==> config.mk <==
export PLATFORM = sky130hd
export DESIGN_NAME = lcd_wr_addr_gen
export DESIGN_NICKNAME = d
export VERILOG_FILES = /design/src/rtl/lcd_wr_addr_gen.sv
export SDC_FILE = /design/constraint.sdc
export NUM_CORES = 1
export LEC_CHECK = 0
export CORE_AREA = 3 3 61 63
export CTS_BUF_LIST = sky130_fd_sc_hd__clkbuf_16
export DETAILED_ROUTE_END_ITERATION = 7
export DIE_AREA = 0 0 64 66
export HOLD_SLACK_MARGIN = 0.05
export PLACE_DENSITY = 0.82
export SYNTH_ARGS = -nofsm -noshare
export SYNTH_HDL_FRONTEND = slang
export SYNTH_SLANG_ARGS = --single-unit
==> constraint.sdc <==
create_clock -name clk -period 3.5 [get_ports clk]
set_clock_uncertainty 0.2 [all_clocks]
set_input_delay 0.525 -clock clk [delete_from_list [all_inputs] [get_ports clk]]
set_output_delay 0.525 -clock clk [all_outputs]
set_load 0.03 [all_outputs]
==> src/rtl/lcd_wr_addr_gen.sv <==
module lcd_wr_addr_gen #(
  parameter int XW    = 7,
  parameter int YW    = 4,
  parameter int XLAST = 101,
  parameter int YLAST = 8,
  parameter int YICON = 10
) (
  input  logic          clk,
  input  logic          rst_n,
  input  logic          set_x,
  input  logic          set_y,
  input  logic          set_xmax,
  input  logic          set_ymax,
  input  logic          set_mode,
  input  logic [XW-1:0] cmd_val,
  input  logic          wr_stb,
  output logic [XW-1:0] ram_col,
  output logic [YW-1:0] ram_bank,
  output logic [7:0]    ram_mask,
  output logic          ram_we
);
  localparam logic [XW-1:0] XTOP = XW'(XLAST);
  localparam logic [YW-1:0] YTOP = YW'(YLAST);
  localparam logic [YW-1:0] YIC  = YW'(YICON);

  logic [XW-1:0] x_q, xmax_q, x_nxt;
  logic [YW-1:0] y_q, ymax_q, y_nxt;
  logic          mx_q, v_q;
  logic          any_cmd, wrap_x, wrap_y, x_ok, y_ok, ylim_ok;
  logic [YW-1:0] yv;

  assign any_cmd = set_x | set_y | set_xmax | set_ymax | set_mode;
  assign ram_we  = wr_stb & ~any_cmd;
  assign yv      = cmd_val[YW-1:0];
  assign x_ok    = cmd_val <= XTOP;
  assign y_ok    = (yv <= YTOP) || (yv == YIC);
  assign ylim_ok = yv <= YTOP;

  assign wrap_x = x_q >= xmax_q;
  assign wrap_y = y_q >= ymax_q;
  assign x_nxt  = wrap_x ? '0 : x_q + 1'b1;
  assign y_nxt  = wrap_y ? '0 : y_q + 1'b1;

  assign ram_col  = mx_q ? XTOP - x_q : x_q;
  assign ram_bank = y_q;
  assign ram_mask = (y_q == YTOP) ? 8'h07 : (y_q == YIC) ? 8'h01 : 8'hFF;

  always_ff @(posedge clk or negedge rst_n) begin
    if (!rst_n) begin
      x_q    <= '0;
      y_q    <= '0;
      xmax_q <= XTOP;
      ymax_q <= YTOP;
      mx_q   <= 1'b0;
      v_q    <= 1'b0;
    end else if (any_cmd) begin
      if (set_x && x_ok)        x_q    <= cmd_val;
      if (set_y && y_ok)        y_q    <= yv;
      if (set_xmax && x_ok)     xmax_q <= cmd_val;
      if (set_ymax && ylim_ok)  ymax_q <= yv;
      if (set_mode) begin
        mx_q <= cmd_val[1];
        v_q  <= cmd_val[0];
      end
    end else if (wr_stb) begin
      if (!v_q) begin
        x_q <= x_nxt;
        if (wrap_x) y_q <= y_nxt;
      end else begin
        y_q <= y_nxt;
        if (wrap_y) x_q <= x_nxt;
      end
    end
  end
endmodule


Word-level counts from Yosys, hierarchy flattened
Index checks and enable logic that the tools add are counted.
{"block": "word_totals", "reg_bits": 24, "latchBits": 0, "mem_bits_rw": 0, "romBits": 0, "input_bits": 15, "output_inout_bits": 20, "elab_cells": 52, "mem_count": 0}
{"block": "op_classes", "add_sub_neg": 3, "multipliers": 0, "n_div": 0, "order_cmp": 4, "eq_ne": 6, "shift": 0, "mux": 15, "n_bitwise": 6, "n_reduce_logical": 12}
{"operator": "7-bit 2-to-1 mux", "n": 7}
{"operator": "4-bit 2-to-1 mux", "n": 6}
{"operator": "8-bit 2-to-1 mux", "n": 2}
{"operator": "4-bit == test (second input constant)", "n": 3}
{"operator": "7-bit by 1-bit adder with 7-bit output (second input constant)", "n": 1}
{"operator": "7-bit greater-or-equal comparator", "n": 1}
{"operator": "7-bit less-or-equal comparator (second input constant)", "n": 1}
{"operator": "7-bit subtractor (first input constant)", "n": 1}
{"operator": "2-bit AND reduction", "n": 3}
{"operator": "3-bit AND reduction", "n": 2}
{"operator": "4-bit by 1-bit adder with 4-bit output (second input constant)", "n": 1}
{"operator": "4-bit greater-or-equal comparator", "n": 1}
{"operator": "4-bit less-or-equal comparator (second input constant)", "n": 1}
{"operator": "1-bit logical AND", "n": 4}
{"operator": "2-bit by 1-bit inequality test with 1-bit output (second input constant)", "n": 2}
{"operator": "1-bit OR", "n": 4}
{"operator": "3-bit by 1-bit inequality test with 1-bit output (second input constant)", "n": 1}
{"operator": "3-bit nonzero test", "n": 1}
{"operator": "2-bit nonzero test", "n": 1}
{"operator": "1-bit AND", "n": 1}
{"operator": "1-bit logical OR", "n": 1}
{"operator": "1-bit inverter", "n": 1}

Logic depth before layout (Yosys ltp)
{"block": "logic_depth", "depth_word": 6, "ltp_mapped": 9, "mapped_depth_nobuf": 8}

Worst setup path after synthesis
Ideal clock, no wire load.
{"block": "synth_path", "path_kind": "reg2out", "start": "register y_q[0] (netlist: ram_bank[0])", "end": "output port ram_mask[4]", "arrival_ps": 2122, "required_ps": 2775, "path_slack_ps": 653, "path_stages_with_launch": 5, "path_buffers": 1, "cell_sequence": "dfrtp_1 > inv_1 > ha_1 > o21ai_0 > buf_4"}
{"block": "synth_via", "elab_chain_cells": 3, "word_cells_on_any_way": 4, "cone_classes": "2 x eq/ne; 2 x mux"}
{"item": "start: declaration", "line": "27", "source": "logic [YW-1:0] y_q, ymax_q, y_nxt;"}
{"item": "start signal: assignment", "line": "58", "source": "if (set_y && y_ok) y_q <= yv;"}
{"item": "start signal: assignment", "line": "68", "source": "if (wrap_x) y_q <= y_nxt;"}
{"item": "start signal: assignment", "line": "70", "source": "y_q <= y_nxt;"}
{"item": "4-bit == test", "line": "46", "source": "assign ram_mask = (y_q == YTOP) ? 8'h07 : (y_q == YIC) ? 8'h01 : 8'hFF;"}
{"item": "8-bit 2-to-1 mux", "line": "46"}
{"item": "8-bit 2-to-1 mux *", "line": "46"}
{"item": "end: declaration", "line": "19", "source": "output logic [7:0] ram_mask,"}
Mark *: on every way between the ends. The rest lies on a longest branch, timed or not.

Worst setup path after layout
{"block": "layout_path", "start": "input port set_xmax", "end": "output port ram_we"}
{"block": "layout_via", "elab_chain_cells": 5}
{"item": "start: declaration", "line": "12", "source": "input logic set_xmax,"}
{"item": "1-bit OR (3 in a row)", "line": "32", "source": "assign any_cmd = set_x | set_y | set_xmax | set_ymax | set_mode;"}
{"item": "1-bit inverter", "line": "33", "source": "assign ram_we = wr_stb & ~any_cmd;"}
{"item": "1-bit AND", "line": "33"}
{"item": "end: declaration", "line": "20", "source": "output logic ram_we"}
Every way passes these cells.

==> run_results.csv <==
group,metric,value,unit
final_layout,drive_above_1_share,11.6,%
global_routing,overflow,0,
route,first_iter_violations,73,
critical_path,reg2reg_slack,0.91,ns
cts,clock_latency,0.26,ns
critical_path,r2r_end,"x_q[4]",
cts,cts_root_buf,"clkbuf_16",
synth,yosysUniqueCellTypes,41,
route,vias_per_cell,5.47,
global_routing,grt_pass1_vias,1367,
floorplan,dieArea,4220,um2
cts,numClockSinks,24,
global_routing,grt_start_max_net_pins,23,
synth,syn_nets,219,
critical_path,crit_type,"in2out",
timing,finalSetupViolCount,0,
cts,tritoncts,"built",
floorplan,io_pins,35,
route,vias,1428,
critical_path,rr_startpoint,"ram_bank[0]",
critical_path,arrival,2.21,ns
floorplan,rows,21,
synth,synth_edf_count,0,
synth,synth_seq_area_share,34.8,%
global_routing,grt_pass1_wl,6180,um
min_path,hold_start,"xmax_q[5]",
timing,slew_headroom,34.2,%
placed_design,gp_congestion,0.865,
placed_design,port_buffers,33,
synth,synth_warnings,0,
cts,h-tree-depth,1,
min_path,worst_hold_path_type,"reg2reg",
min_path,hold_depth,2,
timing,worst_slew_pin_slew,0.983,ns
placed_design,dpl.hpwl,2870,um
timing,finalWorstSetupSlack,0.570,ns
synth,synth_top_cell_by_area,"dfrtp_1",
synth,synthTopCellsByArea,"dfrtp_1, ha_1, dfstp_2, inv_1, nand2_1",
synth,synthFlopType,"dfrtp_1",
final_layout,finalInstanceArea,2150,um2
cts,cts.hold.buffers_added,0,
synth,synthCells,187,
timing,fin_tns_setup,0,ns
route,drc_errors,0,
route,drt_first_pass_iters,4,
pwr,p_per_area,456,nW/um2
final_layout,finalNetCount,248,
synth,synth_commonest_cells,"dfrtp_1, inv_1, nand2_1",
critical_path,rr_worst_depth,8,
global_routing,antenna_found_initial,0,
critical_path,crit_path_start_kind,"primary input",
synth,avgSynthCellArea,9.32,um2
pwr,fin_total_pwr,0.978,mW
placed_design,dpl_worst_slack,0.571,ns
global_routing,grt_use_total,18.6,%
pwr,peakVddDrop,0.223,mV
cts,cts_made_buffers,3,
critical_path,worst_setup_path_end_kind,"output port",
cts,cts_setup_buffers,0,
floorplan,die_x,64,um
cts,post_cts_resized,0,
route,wire_per_inst,14.2,um
floorplan,die_h,66,um
timing,finalCriticalPeriod,2.93,ns
floorplan,start_util,53.1,%
route,antenna_left,0,
job,drv_cap,0,
timing,rsz0062_at_grt,"false",
synth,synth-seq-cells,24,
timing,drv_slew,0,
cts,cts.path.max_buffers,2,
timing,timing.final.crit_share,83.7,%
route,wirelength,3710,um
synth,async_flop_share,100,%
synth,netlist_area,1740,um2
floorplan,coreArea,3280,um2
critical_path,crit_fanout,4,
final_layout,n_antenna_cell,0,
cts,clkTransAtPathRegs,0.06,ns
timing,finalHoldViolCount,0,
placed_design,placed_area,2070,um2
pwr,leakage,0.955,nW
timing,fmax,341,MHz
synth,synth_top_area_share,27.3,%
final_layout,area_growth,23.1,%
critical_path,worstPathRequired,2.77,ns
min_path,holdPathEnd,"xmax_q[5]",
synth,yosysMostFrequentCell,"dfrtp_1",
run_status,status,"completed",
[critical path, cell delays in order]
cell and delay [ns]:
clkdlybuf4s50_1 0.51, nor3_4 0.23, and3_1 0.25, clkdlybuf4s50_1 0.68
[layout make-up]
class,instances,area (um2)
Tap cell,46,57.6
Fill cell,264,1140
Clock inverter,1,3.75
Multi-Input combinational cell,135,997
Sequential cell,24,607
Timing Repair Buffer,34,338
Inverter,18,67.6
Clock buffer,3,75.1
[stage by stage]
stage,hold slack [ns],cells,util [%]
6_report,0.299,261,65.3
5_1_grt,0.328,261,65.3
4_1_cts,0.308,261,65.3
3_5_place_dp,0.294,257,62.9
3_3_place_gp,0.274,257,62.9
2_1_floorplan,0.0294,187,-
[registers in the layout (all words and copies together) (netlist names)]
signal and flops:
x_q 7, xmax_q 7, ram_bank 4, ymax_q 4, mx_q 1, v_q 1
[report_power, final]
group | total [mW] | switching (mW) | internal (mW) | leakage (nW)
Clock | 0.250 | 0.0969 | 0.153 | 0.0385
Combinational | 0.364 | 0.201 | 0.163 | 0.638
Sequential | 0.364 | 0.0467 | 0.318 | 0.278
[worst max-delay path by stage]
stage	from	endpoint
final	set_xmax	ram_we
after global routing	ram_bank[0]	ram_mask[5]
after CTS	set_y	ram_we
after detailed placement	set_y	ram_we
after global placement	set_y	ram_we
after floorplan	ram_bank[0]	ram_mask[4]
[cells in the final DEF (no fill, tap or decap), drive strengths merged, types with 4 or more instances in the layout]
master and n:
nand3 8, nand2 20, a22o 7, nor2 9, clkdlybuf4s50 33, mux2 5, a21oi 6, ha 17
o21ai 19, nand2b 4, dfstp 5, dfrtp 19, inv 18, o31ai 4, nor2b 5
[metal layers]
layer | global-route usage (%) | share of wire, % | vias up
met5 | 0 | 0 | -
met4 | 6.20 | 0.94 | 0
met3 | 2.38 | 4.4 | 5
met2 | 31.6 | 50 | 37
met1 | 24.5 | 45 | 681
li1 | - | - | 705
[cell families (layout without fill, tap and decap cells)]
group	count (synthesis)	count (layout)	share of synthesized area (%)
compound gates	52	52	22.0
other cells	1	1	0.215
simple gates	54	54	16.4
xor+xnor	5	5	2.51
buf+inv	28	56	7.97
flops	24	24	34.8
fa+ha+maj	17	17	12.2
mux	6	6	3.80
Note: power is estimated with default switching activity, not from simulation.
